`src/rtl/cfi_probe_pkg.sv`:
```
package cfi_probe_pkg;

   typedef enum logic [1:0] {
      CS_OTHER  = 2'd0,
      CS_STATUS = 2'd1,
      CS_UNLOCK = 2'd2
   } cmdset_e;

   typedef enum logic [2:0] {
      ST_RST,
      ST_QRY,
      ST_RREQ,
      ST_RCAP,
      ST_EXP,
      ST_FIN,
      ST_DONE,
      ST_IDLE
   } state_e;

   // query-table offsets the decoder depends on
   localparam logic [7:0] OFF_SIG0   = 8'h10;
   localparam logic [7:0] OFF_SIG1   = 8'h11;
   localparam logic [7:0] OFF_SIG2   = 8'h12;
   localparam logic [7:0] OFF_ID_LO  = 8'h13;
   localparam logic [7:0] OFF_ID_HI  = 8'h14;
   localparam logic [7:0] OFF_TW_TYP = 8'h1F;
   localparam logic [7:0] OFF_TB_TYP = 8'h20;
   localparam logic [7:0] OFF_TE_TYP = 8'h21;
   localparam logic [7:0] OFF_TW_MAX = 8'h23;
   localparam logic [7:0] OFF_TB_MAX = 8'h24;
   localparam logic [7:0] OFF_TE_MAX = 8'h25;
   localparam logic [7:0] OFF_SIZE   = 8'h27;
   localparam logic [7:0] OFF_WBUF_L = 8'h2A;
   localparam logic [7:0] OFF_WBUF_H = 8'h2B;
   localparam logic [7:0] OFF_NREG   = 8'h2C;
   localparam logic [7:0] OFF_DESC   = 8'h2D;
   localparam logic [7:0] OFF_ENTER  = 8'h55;

   localparam logic [7:0] CMD_QUERY  = 8'h98;
   localparam logic [7:0] CMD_ARRAY  = 8'hFF;

endpackage

```
`src/rtl/cfi_cmd_lanes.sv`:
```
module cfi_cmd_lanes #(
   parameter int PORT_BYTES = 4,
   parameter int CHIP_BYTES = 2,
   localparam int DW = 8 * PORT_BYTES
) (
   input  logic [7:0]    cmd_i,
   output logic [DW-1:0] word_o
);
   for (genvar i = 0; i < PORT_BYTES; i++) begin : g_lane
      if ((i % CHIP_BYTES) == 0) begin : g_cmd
         assign word_o[8*i +: 8] = cmd_i;
      end else begin : g_zero
         assign word_o[8*i +: 8] = 8'h00;
      end
   end
endmodule

```
`src/rtl/cfi_pow2_sat.sv`:
```
module cfi_pow2_sat #(
   parameter int EW = 9,
   parameter int W  = 32
) (
   input  logic [EW-1:0] exp_i,
   output logic [W-1:0]  val_o
);
   always_comb begin
      if (32'(exp_i) >= 32'(W)) val_o = '1;
      else                      val_o = W'(1) << exp_i;
   end
endmodule

```
`src/rtl/cfi_sector_table.sv`:
```
module cfi_sector_table #(
   parameter int DEPTH = 64,
   parameter int AW    = 32,
   localparam int IW   = $clog2(DEPTH)
) (
   input  logic          clk,
   input  logic          we,
   input  logic [IW-1:0] widx,
   input  logic [AW-1:0] wdata,
   input  logic [IW-1:0] ridx,
   output logic [AW-1:0] rdata
);
   logic [AW-1:0] mem [DEPTH];

   always_ff @(posedge clk) begin
      if (we) mem[widx] <= wdata;
   end

   assign rdata = mem[ridx];
endmodule

```
`src/rtl/cfi_probe.sv`:
```
module cfi_probe
   import cfi_probe_pkg::*;
#(
   parameter int PORT_BYTES  = 4,
   parameter int CHIP_BYTES  = 2,
   parameter int FA_W        = 16,
   parameter int ADDR_W      = 32,
   parameter int VAL_W       = 32,
   parameter int MAX_REGIONS = 4,
   parameter int MAX_SECTORS = 64,
   localparam int DW    = 8 * PORT_BYTES,
   localparam int IDX_W = $clog2(MAX_SECTORS),
   localparam int CNT_W = $clog2(MAX_SECTORS + 1)
) (
   input  logic              clk,
   input  logic              rst,
   output logic              fl_rd,
   output logic              fl_we,
   output logic [FA_W-1:0]   fl_addr,
   output logic [DW-1:0]     fl_wdata,
   input  logic [DW-1:0]     fl_rdata,
   output logic              done,
   output logic              valid,
   output logic [1:0]        cmdset,
   output logic [VAL_W-1:0]  dev_size,
   output logic [VAL_W-1:0]  wbuf_size,
   output logic [VAL_W-1:0]  tmo_word,
   output logic [VAL_W-1:0]  tmo_buf,
   output logic [VAL_W-1:0]  tmo_erase,
   output logic [CNT_W-1:0]  sect_count,
   output logic              map_ovf,
   input  logic [IDX_W-1:0]  tbl_idx,
   output logic [ADDR_W-1:0] tbl_base
);
   localparam int RATIO      = PORT_BYTES / CHIP_BYTES;
   localparam int RATIO_LOG2 = $clog2(RATIO);
   localparam int PB_LOG2    = $clog2(PORT_BYTES);

   // elaboration-time parameter checks
   if (PORT_BYTES < 1 || PORT_BYTES > 8 || (PORT_BYTES & (PORT_BYTES - 1)) != 0) begin : g_bad_pb
      $error("PORT_BYTES must be 1, 2, 4 or 8");
   end
   if (CHIP_BYTES < 1 || CHIP_BYTES > PORT_BYTES || (CHIP_BYTES & (CHIP_BYTES - 1)) != 0) begin : g_bad_cb
      $error("CHIP_BYTES must be a power of two no wider than the port");
   end
   if (FA_W < 8 + PB_LOG2) begin : g_bad_fa
      $error("FA_W too narrow for the query window");
   end
   if (ADDR_W < 26) begin : g_bad_aw
      $error("ADDR_W must hold a 16-bit size field scaled by 256");
   end
   if (MAX_REGIONS < 1 || MAX_REGIONS > 255 || MAX_SECTORS < 2) begin : g_bad_lim
      $error("region or sector limit out of range");
   end

   state_e            st;
   logic [7:0]        off, nreg, reg_idx, esz;
   logic [15:0]       cs_id, ebuf;
   logic [7:0]        typ [3];
   logic [7:0]        mx  [3];
   logic [23:0]       desc;
   logic [16:0]       rem;
   logic [ADDR_W-1:0] ssize, base_acc;
   logic [CNT_W-1:0]  cnt;
   logic              sig_ok, valid_q, ovf_q;

   logic [7:0]        rb;
   logic              sig_bad, in_reg, full, last_sect, last_reg, reg_cap;
   logic [7:0]        desc_rel;
   logic [15:0]       size_field;
   logic [ADDR_W-1:0] size_unit, ssize_next;

   assign rb = fl_rdata[7:0];

   if (DW > 8) begin : g_hi
      logic unused_lanes;
      assign unused_lanes = ^fl_rdata[DW-1:8];
   end

   always_comb begin
      case (off)
         OFF_SIG0: sig_bad = (rb != 8'h51);
         OFF_SIG1: sig_bad = (rb != 8'h52);
         OFF_SIG2: sig_bad = (rb != 8'h59);
         default:  sig_bad = 1'b0;
      endcase
   end

   assign in_reg     = (off >= OFF_DESC);
   assign desc_rel   = off - OFF_DESC;
   assign full       = (cnt == CNT_W'(MAX_SECTORS));
   assign last_sect  = (rem == 17'd1);
   assign last_reg   = ((reg_idx + 8'd1) == nreg);
   assign reg_cap    = (reg_idx == 8'(MAX_REGIONS - 1));
   assign size_field = {rb, desc[23:16]};
   assign size_unit  = (size_field == 16'd0) ? ADDR_W'(128) : ADDR_W'({size_field, 8'h00});
   assign ssize_next = size_unit << RATIO_LOG2;

   always_ff @(posedge clk) begin
      if (rst) begin
         st       <= ST_RST;
         off      <= OFF_SIG0;
         nreg     <= '0;
         reg_idx  <= '0;
         esz      <= '0;
         cs_id    <= '0;
         ebuf     <= '0;
         for (int i = 0; i < 3; i++) begin
            typ[i] <= '0;
            mx[i]  <= '0;
         end
         desc     <= '0;
         rem      <= '0;
         ssize    <= '0;
         base_acc <= '0;
         cnt      <= '0;
         sig_ok   <= 1'b0;
         valid_q  <= 1'b0;
         ovf_q    <= 1'b0;
      end else begin
         case (st)
            ST_RST:  st <= ST_QRY;
            ST_QRY:  st <= ST_RREQ;
            ST_RREQ: st <= ST_RCAP;
            ST_RCAP: begin
               off <= off + 8'd1;
               if (!in_reg) begin
                  case (off)
                     OFF_ID_LO:  cs_id[7:0]  <= rb;
                     OFF_ID_HI:  cs_id[15:8] <= rb;
                     OFF_TW_TYP: typ[0]      <= rb;
                     OFF_TB_TYP: typ[1]      <= rb;
                     OFF_TE_TYP: typ[2]      <= rb;
                     OFF_TW_MAX: mx[0]       <= rb;
                     OFF_TB_MAX: mx[1]       <= rb;
                     OFF_TE_MAX: mx[2]       <= rb;
                     OFF_SIZE:   esz         <= rb;
                     OFF_WBUF_L: ebuf[7:0]   <= rb;
                     OFF_WBUF_H: ebuf[15:8]  <= rb;
                     OFF_NREG:   nreg        <= rb;
                     default: ;
                  endcase
                  if (off == OFF_SIG2 && !sig_bad) sig_ok <= 1'b1;
                  if (sig_bad)              st <= ST_FIN;
                  else if (off == OFF_NREG) st <= (rb == 8'd0) ? ST_FIN : ST_RREQ;
                  else                      st <= ST_RREQ;
               end else begin
                  case (desc_rel[1:0])
                     2'd0: desc[7:0]   <= rb;
                     2'd1: desc[15:8]  <= rb;
                     2'd2: desc[23:16] <= rb;
                     default: begin
                        rem   <= {1'b0, desc[15:0]} + 17'd1;
                        ssize <= ssize_next;
                     end
                  endcase
                  st <= (desc_rel[1:0] == 2'd3) ? ST_EXP : ST_RREQ;
               end
            end
            ST_EXP: begin
               if (full) begin
                  ovf_q <= 1'b1;
                  st    <= ST_FIN;
               end else begin
                  cnt      <= cnt + CNT_W'(1);
                  base_acc <= base_acc + ssize;
                  rem      <= rem - 17'd1;
                  if (last_sect) begin
                     if (last_reg) begin
                        st <= ST_FIN;
                     end else if (reg_cap) begin
                        ovf_q <= 1'b1;
                        st    <= ST_FIN;
                     end else begin
                        reg_idx <= reg_idx + 8'd1;
                        st      <= ST_RREQ;
                     end
                  end
               end
            end
            ST_FIN: begin
               valid_q <= sig_ok;
               st      <= ST_DONE;
            end
            ST_DONE: st <= ST_IDLE;
            default: st <= ST_IDLE;
         endcase
      end
   end

   // bus side
   logic [7:0] cmd_byte;
   assign cmd_byte = (st == ST_QRY) ? CMD_QUERY : CMD_ARRAY;
   assign fl_we    = (st == ST_RST) || (st == ST_QRY) || (st == ST_FIN);
   assign fl_rd    = (st == ST_RREQ);

   always_comb begin
      case (st)
         ST_QRY:  fl_addr = FA_W'(OFF_ENTER) << PB_LOG2;
         ST_RREQ: fl_addr = FA_W'(off) << PB_LOG2;
         default: fl_addr = '0;
      endcase
   end

   cfi_cmd_lanes #(.PORT_BYTES(PORT_BYTES), .CHIP_BYTES(CHIP_BYTES)) u_lanes (
      .cmd_i  (cmd_byte),
      .word_o (fl_wdata)
   );

   // sector map
   cfi_sector_table #(.DEPTH(MAX_SECTORS), .AW(ADDR_W)) u_tbl (
      .clk   (clk),
      .we    ((st == ST_EXP) && !full),
      .widx  (cnt[IDX_W-1:0]),
      .wdata (base_acc),
      .ridx  (tbl_idx),
      .rdata (tbl_base)
   );

   // result decoding
   cfi_pow2_sat #(.EW(9), .W(VAL_W)) u_dev (
      .exp_i (9'(esz) + 9'(RATIO_LOG2)),
      .val_o (dev_size)
   );

   cfi_pow2_sat #(.EW(16), .W(VAL_W)) u_wbuf (
      .exp_i (ebuf),
      .val_o (wbuf_size)
   );

   logic [VAL_W-1:0] tmo_v [3];
   for (genvar k = 0; k < 3; k++) begin : g_tmo
      cfi_pow2_sat #(.EW(9), .W(VAL_W)) u_tmo (
         .exp_i ({1'b0, typ[k]} + {1'b0, mx[k]}),
         .val_o (tmo_v[k])
      );
   end
   assign tmo_word  = tmo_v[0];
   assign tmo_buf   = tmo_v[1];
   assign tmo_erase = tmo_v[2];

   always_comb begin
      cmdset = CS_OTHER;
      if (valid_q) begin
         case (cs_id)
            16'd1, 16'd3: cmdset = CS_STATUS;
            16'd2, 16'd4: cmdset = CS_UNLOCK;
            default:      cmdset = CS_OTHER;
         endcase
      end
   end

   assign done       = (st == ST_DONE);
   assign valid      = valid_q;
   assign map_ovf    = ovf_q;
   assign sect_count = cnt;
endmodule

```
`config.mk`:
```
export PLATFORM = sky130hd
export DESIGN_NAME = cfi_probe
export DESIGN_NICKNAME = d
export VERILOG_FILES = /design/src/rtl/cfi_probe_pkg.sv /design/src/rtl/cfi_cmd_lanes.sv /design/src/rtl/cfi_pow2_sat.sv /design/src/rtl/cfi_sector_table.sv /design/src/rtl/cfi_probe.sv
export SDC_FILE = /design/constraint.sdc
export NUM_CORES = 2
export LEC_CHECK = 0
export ABC_CLOCK_PERIOD_IN_PS = 3200
export BUFFER_PORTS_ARGS = -buffer_cell sky130_fd_sc_hd__buf_2
export CAP_MARGIN = 30
export CORE_ASPECT_RATIO = 0.75
export CORE_UTILIZATION = 30
export DETAILED_ROUTE_END_ITERATION = 7
export SKIP_CTS_REPAIR_TIMING = 1
export SLEW_MARGIN = 30
export SYNTH_ARGS = -nofsm -noshare
export SYNTH_HDL_FRONTEND = slang
export SYNTH_SLANG_ARGS = --single-unit
```
`constraint.sdc`:
```
create_clock -name clk -period 3.2 [get_ports clk]
set_clock_uncertainty 0.05 [all_clocks]
set_input_delay 0.16 -clock clk [delete_from_list [all_inputs] [get_ports clk]]
set_output_delay 0.16 -clock clk [all_outputs]
set_load 0.02 [all_outputs]
```
After elaboration in Yosys (flattened, before gate mapping)
Memory sizes are Yosys's and may differ from the RTL's. Index checks and enable logic that the tools add are counted.

Multiplexer cells: 69. $lt $le $gt $ge: 6. Reductions and logical operators: 31. Eq/ne operators: 40. Bitwise logic cells: 11. Shift operators: 5. $add $sub $neg: 11.

Operators by type and width (count): two-way mux 32 bit (5); left shift 1 x 9 -> 32 bit, first input constant (4); == test 8 x 6 -> 1 bit, second input constant (9); two-way mux 17 bit (3); == test 8 x 5 -> 1 bit, second input constant (6); two-way mux 8 bit (6); two-way mux 1 bit (38); >= comparator 9 x 6 -> 1 bit, second input constant (4); one-hot mux 17 bit (2 select lines) (1); AND reduction 3 bit (11); adder 32 bit (1); == test 16 x 2 -> 1 bit, second input constant (2); left shift 1 x 16 -> 32 bit, first input constant (1); adder 8 x 8 -> 9 bit (3); two-way mux 3 bit (9); two-way mux 24 bit (1); inequality test 8 x 7 -> 1 bit, second input constant (3); one-hot mux 10 bit (2 select lines) (1); one-hot mux 3 bit (6 select lines) (1); adder 16 x 1 -> 17 bit, second input constant (1); == test 17 x 1 -> 1 bit, second input constant (1); subtractor 17 x 1 -> 17 bit, second input constant (1); adder 8 x 1 -> 8 bit, second input constant (2); == test 16 x 1 -> 1 bit, second input constant (1); 35 further kinds (58).

Output and inout bits: 254. Flip-flop bits (word level): 181. RAM bits: 2096. Memories: 3.

Memory list: u_tbl.mem (words 64, width 32, read ports 1, clocked after memory_dff 0, wr ports 1, RTL line cfi_sector_table.sv:13) `logic [AW-1:0] mem [DEPTH];`; mx (words 3, width 8, read ports 3, clocked after memory_dff 0, wr ports 3, RTL line cfi_probe.sv:60) `logic [7:0] mx [3];`; typ (words 3, width 8, read ports 3, clocked after memory_dff 0, wr ports 3, RTL line cfi_probe.sv:59) `logic [7:0] typ [3];`.

Logic depth before layout (Yosys ltp)
Depth in word-level cells: 7. Mapped depth: 11. Depth with buffers taken out: 9.

Modules after synthesis
Synthesis repeated with hierarchy kept, for this count alone.

Cell total of the unflattened synthesis: 4856. Area total of the unflattened synthesis: 90850.9 µm².

Modules (own cells, without submodules): cfi_sector_table (instances 1, cells each 3291, area each 77882.2 µm²); cfi_probe (instances 1, cells each 1275, area each 11075.6 µm²); cfi_pow2_sat (g_tmo[0].u_tmo ...) (instances 4, cells each 51, area each 321.6 µm²); cfi_pow2_sat (u_wbuf) (instances 1, cells each 53, area each 362.8 µm²); cfi_cmd_lanes (instances 1, cells each 33, area each 244.0 µm²).

Worst setup path before layout
Ideal clock, no wire load.

Kind: flip-flop to flip-flop. From: register cnt[3] (netlist: sect_count[3]). To: memory u_tbl.mem[57][10], enable pin. Slack: -0.074 ns. Cell stages (with the launch flop): 8. Data required time: 2.745 ns. Arrival time: 2.819 ns. Cell sequence: dfxtp_1 -> clkbuf_1 -> or3_1 -> clkbuf_1 -> o21ai_1 -> nor2_1 -> nand3_1 -> nor2_1.

Word-level cells in the longest chain between the ends: 5.

RTL lines: from (decl) (RTL line cfi_probe.sv:64) `logic [CNT_W-1:0] cnt;`; from (signal assigned) (RTL line cfi_probe.sv:165) `cnt <= cnt + CNT_W'(1);`; == test 7 bit (RTL line cfi_probe.sv:91) `assign full = (cnt == CNT_W'(MAX_SECTORS));`; zero test 1 bit (RTL line cfi_probe.sv:213) `.we ((st == ST_EXP) && !full),`; logical AND 1 bit (RTL line cfi_probe.sv:213); two-way mux 1 bit (RTL line cfi_sector_table.sv:16) `if (we) mem[widx] <= wdata;`; two-way mux 1 bit (implied by the code) (RTL line cfi_sector_table.sv:16); to (decl) (RTL line cfi_sector_table.sv:13).

Parallel ways exist; a longest one is shown, timed or not.

==> metrics.cfg <==
[floorplanning]
fp.dieH_um = 424
design.core.area_um2 = 235000
io_pins = 294
fp.dieW_um = 565
rows = 154
die_area_um2 = 240000
start_util = 0.303

[clock_network]
ctsHtreeMaxLevel = 4
worst_setup_hold_path_clk_slew_ns = 0.06
cts_num_sinks = 1743
clock_tree.root_cell = sky130_fd_sc_hd__clkbuf_16
worst_skew_pair.late_latency_ns = 0.81
cts_inserted_buffers = 171
cts-root-to-sink-buffers = 3
tritoncts = yes

[grt]
initial_antenna_violation_count = 4
grt_overflow = 0
grt_usage = 0.150
number_of_global_route_vias_before_repair = 37500
grt_max_degree = 86
grt_first_pass_wirelength_um = 262000

[yosys]
synth.top_cells.by_count = sky130_fd_sc_hd__edfxtp_1, sky130_fd_sc_hd__mux4_2, sky130_fd_sc_hd__nor2_1
synth-edff-count = 1584
synth_sequential_area_ratio = 0.712
synth.yosys.warnings = 0
synth_cells = 3917
synth-seq-cells = 1743
synthMostInstantiatedCell = sky130_fd_sc_hd__edfxtp_1
asyncSetResetFlopFracSynth = 0
post-synth-top-area-cell = sky130_fd_sc_hd__edfxtp_1
synth_cell_types = 86
synth_top_area_frac = 0.667
mappedNetlistArea_um2 = 71300
synth_top_cells_by_area = sky130_fd_sc_hd__edfxtp_1, sky130_fd_sc_hd__mux4_2, sky130_fd_sc_hd__dfxtp_1, sky130_fd_sc_hd__nor2_1, sky130_fd_sc_hd__o21ai_0
synth_ff_type = sky130_fd_sc_hd__edfxtp_1
synth.avg_cell_area_um2 = 18.2

[worst_setup_path]
worst_setup_path_start_kind = register
crit_path_end_kind = output pin
path_class = register to output pin
required_ns = 2.99
cp_data_arrival_time_ns = 3.26
critical_path_peak_fanout = 8

[sta]
achievable-frequency_mhz = 288
tightest_slew_ns = 1.09
finalHoldWorstSlack_ns = 0.261
relSlewSlack = 0.274
finalSetupViolCount = 98
final_min_period_over_clock_period = 1.08
layout_setup_ws_ns = -0.270
layout_min_cycle_time_ns = 3.47
report.final.hold_viol_count = 0
final_max_slew_viol_count = 0
unrepaired_setup_endpoints_after_global_routing = true

[job]
maxCapViolations = 0

[placement]
placedInstanceArea_um2 = 78200
port-buffer-count = 231
placement.setup.worst_slack_ns = 0.185
hpwl_um = 107000
placer_congestion_estimate = 0.819

[layout]
register_area_um2 = 50800
postLayoutCellArea_um2 = 85300
num-nets-final = 4430
footprint_of_the_multi_input_gates_um2 = 20400
layout-area-overhead-vs-synth_pct = 19.6
finalCoreUtilization = 0.362
nFillCells = 21500
drive_gt1_frac = 0.315

[route]
routedWlPerCell_um = 24.5
drt-vias-per-instance = 5.14
drt_first_iter_violations = 4414
drc_errors = 0
ant_nets = 0
drt_first_pass_iters = 6
vias = 39000
postRouteWirelength_um = 186000

[min_path]
class_of_the_tightest_hold_or_removal_check = input pin to register

[run_status]
failed_checks = negative setup slack
status = finished, violations left

[pwr]
p_per_area_nw_per_um2 = 551
totalPowerFinal_mw = 47.0
irDropWorstVdd_mv = 0.422
p_leak_nw = 27.0

[metrics by stage]
| step | cells | setup TNS, ns |
|---|---|---|
| global placement | 7249 | 0 |
| detailed placement | 7250 | 0 |
| CTS | 7562 | -59.86 |
| floorplan | 3953 | -45.51 |
| global route | 7590 | -34.55 |
| finish | 7592 | -20.40 |
[flip-flops by register name, summed over array words and instances, names as in the netlist, 8 cells and up]
| register | cells |
|---|---|
| reg_idx | 8 |
| typ | 24 |
| ebuf | 16 |
| base_acc | 24 |
| cs_id | 16 |
| ssize | 17 |
| esz | 8 |
| rem | 17 |
| desc | 24 |
| off | 8 |
| u_tbl.mem | 1536 |
| mx | 24 |
| nreg | 8 |
[metal layers]
layer  GRT usage  wire length (µm)  vias up
met5           0                 0        -
met1       0.221             82700    20600
met4      0.0372              4200        0
met2       0.229             85300     1536
li1            -                 -    16600
met3      0.0282             13900      229
[path summary, 6_finish.rpt]
check | start | endpoint | slack, ns | cells past startpoint
max | mx[0][0] | tmo_word[15] | -0.27 | 11
min | rst | desc[14] | 0.26 | 3
max reg2reg | st[0] | u_tbl.mem[8][11] | 0.22 | 6
min reg2reg | cs_id[7] | cs_id[7] | 0.41 | 2
[cells by family after synthesis]
logic type / count (synthesis) / share of synthesized area
DFF: 1743 / 0.712
buffers and inverters: 303 / 0.0207
xor gates and xnor gates: 59 / 0.00725
muxes: 558 / 0.161
adders and majority gates: 59 / 0.0108
AOI/OAI and AO/OA: 449 / 0.0383
other: 2 / 0.000105
and+or+nand+nor: 744 / 0.0496
[area by class of cell]
| class | instances | area share |
|---|---|---|
| multi-input combinational | 1907 | 0.239 |
| sequential | 1743 | 0.595 |
| clock inverter | 82 | 0.00956 |
| antenna | 2 | 0.0000587 |
| inverter | 37 | 0.00167 |
| timing repair buffer | 471 | 0.0539 |
| clock buffer | 230 | 0.0546 |
| tap | 3120 | 0.0458 |
[cell usage in the layout, fill, tap and decap left out, types with 49 or more instances in the layout]
master and count:
sky130_fd_sc_hd__mux2i_1 79, sky130_fd_sc_hd__buf_12 80, sky130_fd_sc_hd__clkbuf_16 181, sky130_fd_sc_hd__dfxtp_1 130, sky130_fd_sc_hd__nor2_1 180, sky130_fd_sc_hd__nand3_1 100, sky130_fd_sc_hd__clkbuf_1 49, sky130_fd_sc_hd__a21oi_1 85
sky130_fd_sc_hd__buf_4 150, sky130_fd_sc_hd__mux4_2 473, sky130_fd_sc_hd__edfxtp_1 1584, sky130_fd_sc_hd__buf_2 147, sky130_fd_sc_hd__nor2_4 53, sky130_fd_sc_hd__ha_1 51, sky130_fd_sc_hd__nand2_1 167, sky130_fd_sc_hd__buf_6 74
sky130_fd_sc_hd__o21ai_0 112
[power breakdown]
part,switching [mW],internal [mW]
sequential,0.0281,24.5
clock,8.63,11.0
combinational,1.66,1.14
total,10.3,36.7
[critical path, stage by stage, from the launching register on]
cell	delay, ns
sky130_fd_sc_hd__edfxtp_1	0.39
sky130_fd_sc_hd__ha_2	0.23
sky130_fd_sc_hd__fa_2	0.41
sky130_fd_sc_hd__a21oi_2	0.16
sky130_fd_sc_hd__nor2_2	0.06
sky130_fd_sc_hd__nor2_2	0.14
sky130_fd_sc_hd__nand4_1	0.15
sky130_fd_sc_hd__a2111oi_4	0.35
sky130_fd_sc_hd__buf_6	0.19
sky130_fd_sc_hd__clkbuf_16	0.18
sky130_fd_sc_hd__o21ai_2	0.07
sky130_fd_sc_hd__buf_6	0.16
(Power assumes the default switching activity.)
